File: src/rtl/rt_pkg.sv
package rt_pkg;
  typedef enum logic [1:0] {
    CLS_FAST = 2'b00,
    CLS_GOOD = 2'b01,
    CLS_SLOW = 2'b10,
    CLS_NONE = 2'b11
  } rt_class_e;
endpackage

File: src/rtl/rt_lfsr.sv
module rt_lfsr #(
  parameter int W     = 5,
  parameter int TAP   = 2,
  parameter int OUT_W = 2
) (
  input  logic             clk,
  input  logic             rst_n,
  output logic [OUT_W-1:0] pick_o
);
  logic [W-1:0] state_q, state_d;

  always_comb begin
    state_d = {state_q[TAP] ^ state_q[0], state_q[W-1:1]};
  end

  always_ff @(posedge clk or negedge rst_n) begin
    if (!rst_n) state_q <= '1;
    else        state_q <= state_d;
  end

  // odd bits feed the wait value: bit 2k+1 -> output bit k
  for (genvar k = 0; k < OUT_W; k++) begin : g_pick
    assign pick_o[k] = state_q[2*k+1];
  end

  AST_LFSR_NONZERO: assert property (@(posedge clk) disable iff (!rst_n)
    state_q != '0);
endmodule

File: src/rtl/rt_tick_div.sv
module rt_tick_div #(
  parameter int TERM = 99_999_999
) (
  input  logic clk,
  input  logic rst_n,
  input  logic clr_i,
  output logic tick_o
);
  localparam int CW = (TERM < 1) ? 1 : $clog2(TERM + 1);

  logic [CW-1:0] cnt_q, cnt_d;

  assign tick_o = (cnt_q == CW'(TERM));

  always_comb begin
    if (clr_i || tick_o) cnt_d = '0;
    else                 cnt_d = cnt_q + CW'(1);
  end

  always_ff @(posedge clk or negedge rst_n) begin
    if (!rst_n) cnt_q <= '0;
    else        cnt_q <= cnt_d;
  end

  AST_DIV_RANGE: assert property (@(posedge clk) disable iff (!rst_n)
    cnt_q <= CW'(TERM));
  AST_DIV_CLEAR: assert property (@(posedge clk) disable iff (!rst_n)
    clr_i |=> cnt_q == '0);
endmodule

File: src/rtl/rt_down_cnt.sv
module rt_down_cnt #(
  parameter int W = 2
) (
  input  logic         clk,
  input  logic         rst_n,
  input  logic         load_i,
  input  logic [W-1:0] data_i,
  input  logic         en_i,
  output logic [W-1:0] cnt_o,
  output logic         zero_o
);
  logic [W-1:0] cnt_q, cnt_d;

  assign cnt_o  = cnt_q;
  assign zero_o = (cnt_q == '0);

  always_comb begin
    cnt_d = cnt_q;
    if (load_i)               cnt_d = data_i;
    else if (en_i && !zero_o) cnt_d = cnt_q - W'(1);
  end

  always_ff @(posedge clk or negedge rst_n) begin
    if (!rst_n) cnt_q <= '1;
    else        cnt_q <= cnt_d;
  end

  AST_DCNT_STOP: assert property (@(posedge clk) disable iff (!rst_n)
    zero_o && !load_i |=> zero_o);
  AST_DCNT_STEP: assert property (@(posedge clk) disable iff (!rst_n)
    !load_i && en_i && !zero_o |=> cnt_q == $past(cnt_q) - W'(1));
endmodule

File: src/rtl/rt_resp_timer.sv
module rt_resp_timer
  import rt_pkg::*;
#(
  parameter int CW      = 10,
  parameter int FAST_LT = 250,
  parameter int GOOD_LT = 500
) (
  input  logic          clk,
  input  logic          rst_n,
  input  logic          clr_i,
  input  logic          lit_i,
  input  logic          waiting_i,
  input  logic          tick_i,
  input  logic          press_i,
  output logic [CW-1:0] ms_o,
  output rt_class_e     class_o
);
  logic [CW-1:0] cnt_q, cnt_d;
  logic          done_q, done_d;
  rt_class_e     cls_q, cls_d, cls_live;

  always_comb begin
    if (cnt_q < CW'(FAST_LT))      cls_live = CLS_FAST;
    else if (cnt_q < CW'(GOOD_LT)) cls_live = CLS_GOOD;
    else                           cls_live = CLS_SLOW;
  end

  always_comb begin
    cnt_d  = cnt_q;
    done_d = done_q;
    cls_d  = cls_q;
    if (clr_i) begin
      cnt_d  = '0;
      done_d = 1'b0;
      cls_d  = CLS_NONE;
    end else if (!done_q && press_i && lit_i) begin
      done_d = 1'b1;
      cls_d  = cls_live;
    end else if (!done_q && press_i && waiting_i) begin
      done_d = 1'b1;
      cls_d  = CLS_SLOW;
    end else if (!done_q && lit_i && tick_i && cnt_q != '1) begin
      cnt_d  = cnt_q + CW'(1);
    end
  end

  always_ff @(posedge clk or negedge rst_n) begin
    if (!rst_n) begin
      cnt_q  <= '0;
      done_q <= 1'b0;
      cls_q  <= CLS_NONE;
    end else begin
      cnt_q  <= cnt_d;
      done_q <= done_d;
      cls_q  <= cls_d;
    end
  end

  assign ms_o    = cnt_q;
  assign class_o = cls_q;

  AST_RESP_MONOTONIC: assert property (@(posedge clk) disable iff (!rst_n)
    !clr_i |=> cnt_q >= $past(cnt_q));
  AST_RESP_HELD: assert property (@(posedge clk) disable iff (!rst_n)
    done_q && !clr_i |=> $stable(cnt_q) && $stable(cls_q));
  AST_RESP_FAST_BOUND: assert property (@(posedge clk) disable iff (!rst_n)
    done_q && cls_q == CLS_FAST |-> cnt_q < CW'(FAST_LT));
endmodule

File: src/rtl/reaction_timer.sv
module reaction_timer
  import rt_pkg::*;
#(
  parameter int SEC_CYCLES = 100_000_000,
  parameter int MS_CYCLES  = 100_000,
  parameter int LFSR_W     = 5,
  parameter int LFSR_TAP   = 2,
  parameter int WAIT_W     = 2,
  parameter int RESP_W     = 10,
  parameter int FAST_MS    = 250,
  parameter int GOOD_MS    = 500
) (
  input  logic              clk,
  input  logic              rst_n,
  input  logic              start_i,
  input  logic              resp_i,
  output logic              led_o,
  output logic [RESP_W-1:0] resp_ms_o,
  output logic [1:0]        class_o
);
  localparam int SEC_TERM = SEC_CYCLES - 1;
  localparam int MS_TERM  = MS_CYCLES - 1;

  logic [WAIT_W-1:0] rand_wait;
  logic [WAIT_W-1:0] wait_cnt;
  logic              wait_zero;
  logic              sec_tick, ms_tick;
  logic              armed_q, armed_d;
  logic              cnt_en;
  rt_class_e         cls;

  rt_lfsr #(.W(LFSR_W), .TAP(LFSR_TAP), .OUT_W(WAIT_W)) u_lfsr (
    .clk(clk), .rst_n(rst_n), .pick_o(rand_wait)
  );

  rt_tick_div #(.TERM(SEC_TERM)) u_sec_div (
    .clk(clk), .rst_n(rst_n), .clr_i(start_i), .tick_o(sec_tick)
  );

  rt_tick_div #(.TERM(MS_TERM)) u_ms_div (
    .clk(clk), .rst_n(rst_n), .clr_i(!led_o), .tick_o(ms_tick)
  );

  // sticky flag: a start has been seen since reset
  always_comb armed_d = armed_q | start_i;

  always_ff @(posedge clk or negedge rst_n) begin
    if (!rst_n) armed_q <= 1'b0;
    else        armed_q <= armed_d;
  end

  assign led_o  = wait_zero & ~start_i;
  assign cnt_en = armed_q & ~led_o & sec_tick;

  rt_down_cnt #(.W(WAIT_W)) u_wait (
    .clk(clk), .rst_n(rst_n), .load_i(start_i), .data_i(rand_wait),
    .en_i(cnt_en), .cnt_o(wait_cnt), .zero_o(wait_zero)
  );

  rt_resp_timer #(.CW(RESP_W), .FAST_LT(FAST_MS), .GOOD_LT(GOOD_MS)) u_resp (
    .clk(clk), .rst_n(rst_n), .clr_i(start_i), .lit_i(led_o),
    .waiting_i(armed_q & ~wait_zero & ~start_i), .tick_i(ms_tick),
    .press_i(resp_i), .ms_o(resp_ms_o), .class_o(cls)
  );

  assign class_o = cls;

  AST_LED_HOLD: assert property (@(posedge clk) disable iff (!rst_n)
    $past(led_o) && !start_i |-> led_o);
  AST_NO_COUNT_UNARMED: assert property (@(posedge clk) disable iff (!rst_n)
    !armed_q && !start_i |=> wait_cnt == $past(wait_cnt));
endmodule

File: config.mk
export PLATFORM = sky130hd
export DESIGN_NAME = reaction_timer
export DESIGN_NICKNAME = d
export VERILOG_FILES = /design/src/rtl/rt_pkg.sv /design/src/rtl/rt_lfsr.sv /design/src/rtl/rt_tick_div.sv /design/src/rtl/rt_down_cnt.sv /design/src/rtl/rt_resp_timer.sv /design/src/rtl/reaction_timer.sv
export SDC_FILE = /design/constraint.sdc
export NUM_CORES = 1
export LEC_CHECK = 0
export CORE_ASPECT_RATIO = 1.2
export CORE_MARGIN = 10
export CORE_UTILIZATION = 57
export DETAILED_ROUTE_END_ITERATION = 8
export DONT_BUFFER_PORTS = 1
export PLACE_DENSITY = 0.75
export SYNTH_ARGS = -nofsm -noshare
export SYNTH_HDL_FRONTEND = slang
export SYNTH_SLANG_ARGS = --single-unit
File: constraint.sdc
create_clock -name clk -period 2 [get_ports clk]
set_input_delay 0.3 -clock clk [delete_from_list [all_inputs] [get_ports clk]]
set_output_delay 0.3 -clock clk [all_outputs]
set_load 0.005 [all_outputs]
== Word level (Yosys, flattened, before mapping) ==
Index checks and enable logic that the tools add are counted.
Cells by class
  $add $sub $neg: 4
  $mul: 0
  div/mod/pow operators: 0
  $lt $le $gt $ge: 2
  equality and inequality tests: 5
  shifts and indexed selects: 0
  multiplexer cells: 16
  bitwise gates (word level): 10
  reduce and logical (&&, ||, !) cells: 17
Operators by type and width (count)
  two-way mux 10 bit: 4
  adder 27 x 1 -> 27 bit (second input constant): 1
  == test 27 bit (second input constant): 1
  two-way mux 27 bit: 1
  adder 17 x 1 -> 17 bit (second input constant): 1
  == test 17 bit (second input constant): 1
  two-way mux 17 bit: 1
  two-way mux 2 bit: 7
  adder 10 x 1 -> 10 bit (second input constant): 1
  < comparator 10 x 8 -> 1 bit (second input constant): 1
  < comparator 10 x 9 -> 1 bit (second input constant): 1
  inequality test 10 bit (second input constant): 1
  logical AND 1 bit: 7
  bitwise AND 1 bit: 5
  inequality test 2 bit (second input constant): 2
  nonzero test 2 bit: 2
  logical NOT 1 bit: 3
  two-way mux 1 bit: 3
  inverter 1 bit: 3
  AND reduction 3 bit: 1
  nonzero test 3 bit: 1
  logical NOT 2 bit: 1
  logical OR 1 bit: 2
  subtractor 2 x 1 -> 2 bit (second input constant): 1
  other kinds (2): 2
Word-level totals
  flip-flop bits (word level): 65
  bits in latches: 0
  memory bits (writable): 0
  bits in read-only memories: 0
  bits of input ports: 4
  output and inout port bits: 13
  logic and storage cells: 62
  memories: 0

== Longest topological paths before layout ==
Gate-level depths: netlist of run 1.
  depth in word-level cells: 9
  mapped depth: 8
  mapped depth without buffers: 7

== Modules after synthesis ==
A second synthesis of run 1 with hierarchy kept.
Unflattened totals
  cells, all modules: 336
  area, all modules: 3333.2 µm²
Modules (own cells, without submodules)
  rt_tick_div at u_sec_div: times used 1, cells an instance 151, area each 1417.6 µm², seq. area each 675.6 µm²
  rt_tick_div at u_ms_div: times used 1, cells an instance 87, area each 848.3 µm², seq. area each 425.4 µm²
  rt_resp_timer: times used 1, cells an instance 71, area each 713.2 µm², seq. area each 327.8 µm²
  rt_lfsr: times used 1, cells an instance 8, area each 155.1 µm², seq. area each 131.4 µm²
  rt_down_cnt: times used 1, cells an instance 13, area each 136.4 µm², seq. area each 52.6 µm²
  reaction_timer: times used 1, cells an instance 6, area each 62.6 µm², seq. area each 25.0 µm²

== Least setup slack after synthesis of run 1 ==
OpenSTA, ideal clock, no wires.
  path type: flip-flop to flip-flop
  start point: register u_wait.cnt_q[0], in the netlist u_wait.cnt_o[0]
  end point: register u_resp.cnt_q[5], in the netlist u_resp.ms_o[5]
  library setup time: 0.127 ns
  data arrival time: 1.942 ns
  data required time: 1.873 ns
  slack: -0.069 ns
  cell stages (with the launch flop): 9
  path buffers: 1
  clock period less this slack: 2.069 ns
  cell sequence: dfstp_2 inv_1 ha_1 nand2b_4 or3_1 buf_2 nor4b_4 and3_1 mux2_1
Between the ends
  word-level cells in the longest chain between the ends: 7
Ends and longest elaborated chain
  start: declaration: line rt_down_cnt.sv:12  | logic [W-1:0] cnt_q, cnt_d;
  start signal: assignment: line rt_down_cnt.sv:25  | else cnt_q <= cnt_d;
  logical NOT 2 bit (*): line rt_down_cnt.sv:15  | assign zero_o = (cnt_q == '0);
  inverter 1 bit / bitwise AND 1 bit (equally long branches): line reaction_timer.sv:62, reaction_timer.sv:52
  bitwise AND 1 bit / logical AND 1 bit (equally long branches) (2 in a row): line reaction_timer.sv:62, rt_resp_timer.sv:42
  logical AND 1 bit (on tied branches): line rt_resp_timer.sv:39, rt_resp_timer.sv:42
  inequality test 2 bit (no source line) / nonzero test 2 bit (equally long branches)
  AND reduction 3 bit (no source line) (*)
  end signal: assignment: line rt_resp_timer.sv:53  | cnt_q <= cnt_d;
  end: declaration: line rt_resp_timer.sv:18  | logic [CW-1:0] cnt_q, cnt_d;
Mark *: on every way between the ends. The rest lies on a longest branch, timed or not.
A chain may end at the register's enable or synchronous reset.

== Worst setup path in the final report of run 1 ==
  start point: register u_ms_div.cnt_q[0]
  end point: register u_resp.cnt_q[5], in the netlist u_resp.ms_o[5]
Between the ends
  word-level cells in the longest chain between the ends: 5
Ends and longest elaborated chain
  start: declaration: line rt_tick_div.sv:11  | logic [CW-1:0] cnt_q, cnt_d;
  start signal: assignment: line rt_tick_div.sv:22  | else cnt_q <= cnt_d;
  == test 17 bit: line rt_tick_div.sv:13  | assign tick_o = (cnt_q == CW'(TERM));
  logical AND 1 bit (2 in a row): line rt_resp_timer.sv:42  | end else if (!done_q && lit_i && tick_i && cnt_q != '1) begin
  nonzero test 2 bit (no source line)
  AND reduction 3 bit (no source line)
No other way between the ends.

==> results of run 1 <==
-- worst paths after layout --
path / slack, ns / end
setup / recovery: 0.07 / u_resp.ms_o[5]
hold / removal: 0.02 / u_resp.ms_o[0]
setup reg to reg: 0.07 / u_resp.ms_o[5]
hold reg to reg: 0.36 / u_lfsr.state_q[3]
max in group asynchronous: 1.20 / u_resp.class_o[0]
min in group asynchronous: 0.49 / u_resp.ms_o[3]
-- sequential cells by signal, summed over array words and instances, names as in the netlist --
signal / flops
u_sec_div.cnt_q: 27
u_ms_div.cnt_q: 17
u_resp.ms_o: 10
u_lfsr.state_q: 5
u_resp.class_o: 2
u_wait.cnt_o: 2
armed_q: 1
u_resp.done_q: 1
-- power groups by stage --
stage	Clock (µW)	Combinational, µW	Sequential [µW]
after floorplan	0	50.3	1370
after global placement	0	58.5	1370
after detailed placement	0	59.5	1370
after CTS	1120	95.7	1350
after global routing	1190	113	1350
final	1090	98.7	1350
-- critical path, stage by stage, from the launching register on --
cell and delay, ns:
dfrtp_1 0.40, ha_1 0.19, and4_4 0.26, nand4_4 0.16
nor4b_4 0.31, and3_1 0.21, mux2_4 0.29
-- timing repair --
| action | CTS | global route |
|---|---|---|
| hold endpoints to repair | 66 | 3 |
| setup endpoints to repair | 0 | 3 |
| buffers inserted | 0 | 1 |
| resized for setup | 0 | 4 |
| hold buffers | 3 | 1 |
-- synth_stat cells (5+ instances only) --
library cell	number	area [µm²]
or3_1	7	43.8
a21oi_1	5	25.0
dfstp_2	9	236
inv_1	9	33.8
nand2_1	19	71.3
nand3_1	17	85.1
o21ai_0	7	35.0
xor2_1	24	210
dfrtp_1	56	1400
nand4_1	15	93.8
xnor2_1	19	166
and3_1	12	75.1
nor2_1	57	214
-- final cells by class --
| class | count | area (µm²) |
|---|---|---|
| clock buffer | 13 | 149 |
| sequential | 65 | 1640 |
| timing repair buffer | 20 | 178 |
| clock inverter | 3 | 40.0 |
| multi-input combinational | 234 | 1600 |
| inverter | 9 | 33.8 |
| fill | 437 | 1910 |
| tap | 64 | 80.1 |
-- logic make-up after synthesis --
| family | after synthesis |
|---|---|
| multiplexers | 5 |
| AO/OA/AOI/OAI | 20 |
| flip-flops | 65 |
| XOR/XNOR | 43 |
| AND/OR/NAND/NOR | 162 |
| adder cells (fa/ha/maj) | 4 |
| buffers and inverters | 18 |
-- layer usage --
layer | track usage | share of wire
met5 | 0 | 0
met4 | 0.0833 | 0.022
met3 | 0.0411 | 0.042
met2 | 0.251 | 0.51
met1 | 0.172 | 0.42
-- stage by stage --
step / cell area [µm²] / util / hold WS, ns / setup WS [ns]
4_1_cts: 3680 / 0.654 / 0.000447 / 0.0427
6_report: 3720 / 0.661 / 0.0198 / 0.0678
2_1_floorplan: 3300 / - / 0.00441 / -0.0613
3_5_place_dp: 3440 / 0.612 / 0.00636 / 0.0503
3_3_place_gp: 3440 / 0.612 / 0.00630 / 0.0821
5_1_grt: 3720 / 0.661 / 0.00109 / -0.000764
==> impl_metrics.csv, run 1 <==
group,metric,value,unit
run_status,status,"finished, final reports clean",
timing,finalHoldViolCount,0,
route,drt_first_pass_iters,4,
cts,cts_tree,"yes",
logic_synthesis,yosysSeqAreaShare,0.500,
power,p_sw_frac,0.220,
logic_synthesis,synthXorXnorAreaFrac,0.115,
critical_path,regToRegStartpoint,"u_ms_div.cnt_q[0]",
route,detail_route.iter0.violations,97,
critical_path,cp-startpoint,"u_ms_div.cnt_q[0]",
logic_synthesis,synth_compound_area_frac,0.0424,
power,total_leakage_power,0.00159,µW
cts,numCtsBuffers,9,
final_layout,instances_no_fill,408,
critical_path,start_kind,"flip-flop",
route,postRouteAntennaNets,0,
cts,clk_pin_slew,0.07,ns
logic_synthesis,synth_fa_ha_area_frac,0.0153,
global_route,grt_start_max_net_pins,66,
timing,fmax,518,MHz
flow_run,cap_violations,0,
placed_design,portBuffers,0,
die,die_y,103,µm
power,p_comb_frac,0.039,
logic_synthesis,synth.area.mux_share,0.0164,
logic_synthesis,yosys_most_used_dff,"dfrtp_1",
route,wl_per_cell,15.6,µm
power,p_int,1980,µW
route,wirelength,6370,µm
power,p_clk_frac,0.429,
cts,clock_sinks,65,
critical_path,worst-setup-path-type,"flip-flop to flip-flop",
timing,tns,0,ns
timing,min_period,1.93,ns
global_route,globalRouteOverflowTotal,0,
critical_path,arrival,2.16,ns
route,viasPerCell,5.78,
power,ir_drop,0.000467,V
power,powerDensity,681,nW/µm²
route,num_vias,2359,
die,start_util,0.582,
die,die_x,89.2,µm
final_layout,nNetsFinal,347,
route,drcViolationCount,0,
critical_path,ff2ff_path_depth,6,
final_layout,final_cell_mix,"nor2_1 (57), dfrtp_1 (56), xor2_1 (24)",
global_route,grt_pass1_vias,2371,
placed_design,dp_hpwl,4290,µm
logic_synthesis,postSynthAreaPerCell,10.3,µm²
logic_synthesis,synth_seq_cells,65,
timing,post-route-period-util,0.966,
global_route,antenna_found_initial,0,
logic_synthesis,syn_nets,325,
final_layout,diodes,0,
cts,clk_latency,0.34,ns
cts,h-tree-depth,3,
final_layout,layout-drive-gt1-share,0.186,
placed_design,gp_congestion,0.824,
min_path,min-delay-start,"start_i",
min_path,min_path_type,"input pin to flip-flop",
logic_synthesis,netlist_area,3280,µm²
logic_synthesis,synth_cell_type_count,48,
cts,cts_root_buffer,"clkbuf_8",
logic_synthesis,synth_edf_count,0,
logic_synthesis,synthCells,317,
critical_path,crit_fanout,6,
final_layout,area_growth,13.6,%
critical_path,cp.required,2.23,ns
global_route,grt_pass1_wl,10900,µm
die,core-area,5630,µm²
die,die_area,9190,µm²
power,power.switching,558,µW
power,p_seq_frac,0.532,
critical_path,worstSetupEndpointType,"flip-flop",
logic_synthesis,synth-simple-area-share,0.288,
logic_synthesis,yosysWarnings,0,
timing,worst_clock_skew,0.00976,ns
timing,slew_violations,0,
global_route,grt_use_total,0.151,
die,num_rows,30,
final_layout,final_common_cell,"nor2_1",
cts,clk_path_buf_depth,2,
power,power.total,2530,µW
logic_synthesis,synth_top_family_by_area,"simple AND/OR/NAND/NOR gates",
logic_synthesis,async_flop_share,1.00,
die,boundaryPins,17,
timing,slew_headroom,0.661,
timing,setup_violations,0,
placed_design,dp.cells,387,
timing,tightest_slew,0.505,ns
min_path,min_path_cells,1,
No activity file was read; power rests on OpenSTA's default activity.
==> inputs of run 2 (changes only) <==
MAX_ROUTING_LAYER = met4   (was default)
==> impl_metrics.csv, run 2 (synthesized netlist as in run 1, its figures left out) <==
group,metric,value,unit
die,die_area,9190,µm²
global_route,antenna_found_initial,0,
timing,finalHoldViolCount,0,
global_route,grt_use_total,0.156,
timing,tightest_slew,0.505,ns
route,detail_route.iter0.violations,91,
cts,clock_sinks,65,
placed_design,gp_congestion,0.837,
route,num_vias,2352,
critical_path,arrival,2.16,ns
final_layout,largest_reg_flops,27,
placed_design,portBuffers,0,
global_route,grt_use_met3,0.0411,
critical_path,slowest_stage,"dfrtp_1",
critical_path,start_kind,"flip-flop",
flow_run,cap_violations,0,
route,drcViolationCount,0,
cts,clk_latency,0.34,ns
final_layout,post-route-util,0.661,
timing,tns,0,ns
die,core-area,5630,µm²
power,powerDensity,681,nW/µm²
die,start_util,0.582,
timing,post-route-period-util,0.967,
final_layout,final_cell_mix,"nor2_1 (57), dfrtp_1 (56), xor2_1 (24)",
timing,worst_clock_skew,0.00995,ns
die,die_x,89.2,µm
global_route,grt_pass1_wl,10800,µm
timing,fmax,517,MHz
critical_path,cp.required,2.22,ns
route,viasPerCell,5.76,
final_layout,layout-drive-gt1-share,0.186,
die,boundaryPins,17,
critical_path,slowest_delay,0.39,ns
critical_path,crit_fanout,6,
cts,clk_pin_slew,0.07,ns
timing,slew_headroom,0.661,
final_layout,nNetsFinal,347,
timing,setup_violations,0,
cts,cts_root_buffer,"clkbuf_8",
timing,slew_violations,0,
final_layout,n_fill_cell,437,
global_route,globalRouteOverflowTotal,0,
final_layout,area_growth,13.6,%
final_layout,diodes,0,
placed_design,dp_hpwl,4290,µm
final_layout,final_common_cell,"nor2_1",
timing,min_period,1.93,ns
final_layout,top_register,"u_sec_div.cnt_q",
route,drt_first_pass_iters,4,
global_route,use_met2,0.251,
cts,cts_tree,"yes",
critical_path,path_cells,"ha_1, and4_4, nand4_4, nor4b_4, and3_1, mux2_4",
global_route,grt_start_max_net_pins,66,
global_route,top_usage_layer,"met2",
cts,h-tree-depth,3,
critical_path,worst-setup-path-type,"flip-flop to flip-flop",
route,postRouteAntennaNets,0,
die,die_y,103,µm
route,wirelength,6370,µm
power,total_leakage_power,0.00159,µW
critical_path,worstSetupEndpointType,"flip-flop",
run_status,status,"finished, final reports clean",
power,ir_drop,0.000467,V
cts,clk_path_buf_depth,2,
cts,numCtsBuffers,9,
die,num_rows,30,
min_path,min_path_type,"input pin to flip-flop",
global_route,grtUsageMet1,0.172,
route,wl_per_cell,15.6,µm
global_route,grt_pass1_vias,2375,
-- run 2: cell counts in the layout (fill, tap and decap cells not counted) --
Identical to the previous run, type by type.
-- run 2: final cells by class --
cell class / count / area (µm²) / share of cell area
repair buffers: 20 / 178 / 0.0478
inverters: 9 / 33.8 / 0.00908
well taps: 64 / 80.1 / 0.0215
clock buffers: 13 / 149 / 0.0400
flip-flops and latches: 65 / 1640 / 0.440
clock inverters: 3 / 40.0 / 0.0108
multi-input cells: 234 / 1600 / 0.431
-- run 2: what timing repair did --
item | in CTS | in global routing
buffers inserted | 0 | 1
endpoints found under the setup margin | 0 | 3
endpoints found under the hold margin | 66 | 3
hold buffers | 3 | 1
gates resized for setup | 0 | 4
-- run 2: final timing paths --
path,start,to,slack [ns],cells after the start
worst max-delay path,u_ms_div.cnt_q[0],u_resp.ms_o[5],0.07,6
worst min-delay path,start_i,u_resp.ms_o[0],0.02,1
worst max register to register,u_ms_div.cnt_q[0],u_resp.ms_o[5],0.07,6
worst min register to register,u_lfsr.state_q[4],u_lfsr.state_q[3],0.36,0
max in group asynchronous,rst_n,u_resp.class_o[0],1.20,2
min in group asynchronous,rst_n,u_resp.ms_o[3],0.49,2
-- run 2: per-layer routing --
| metal | share of wire | wire [µm] | vias to the layer above |
|---|---|---|---|
| li1 | - | - | 1144 |
| met5 | 0 | 0 | - |
| met1 | 0.43 | 2720 | 1164 |
| met4 | 0.021 | 131 | 0 |
| met2 | 0.51 | 3270 | 34 |
| met3 | 0.040 | 256 | 10 |
-- run 2: report_power, final --
group          internal, µW  switching, µW  leakage (µW)
Sequential             1330           15.9      0.000864
Combinational          37.0           61.5      0.000625
Clock                   607            478     0.0000974
Total                  1980            555       0.00159
-- run 2: critical path, delay by kind of cell, from the launching register on --
kind	cells	cell delay, ns
adders and majority gates	1	0.19
muxes	1	0.29
and+or+nand+nor	4	0.94
DFF	1	0.39
-- run 2: stage by stage --
stage	instances	instance area [µm²]	hold WS (ns)	setup slack [ns]	power, µW
6_report	408	3720	0.0228	0.0669	2530
5_1_grt	408	3720	0.00110	-0.000764	2650
4_1_cts	406	3680	0.000447	0.0427	2560
3_5_place_dp	387	3440	0.00636	0.0503	1430
3_3_place_gp	387	3440	0.00630	0.0821	1430
2_1_floorplan	317	3300	0.00441	-0.0613	1420
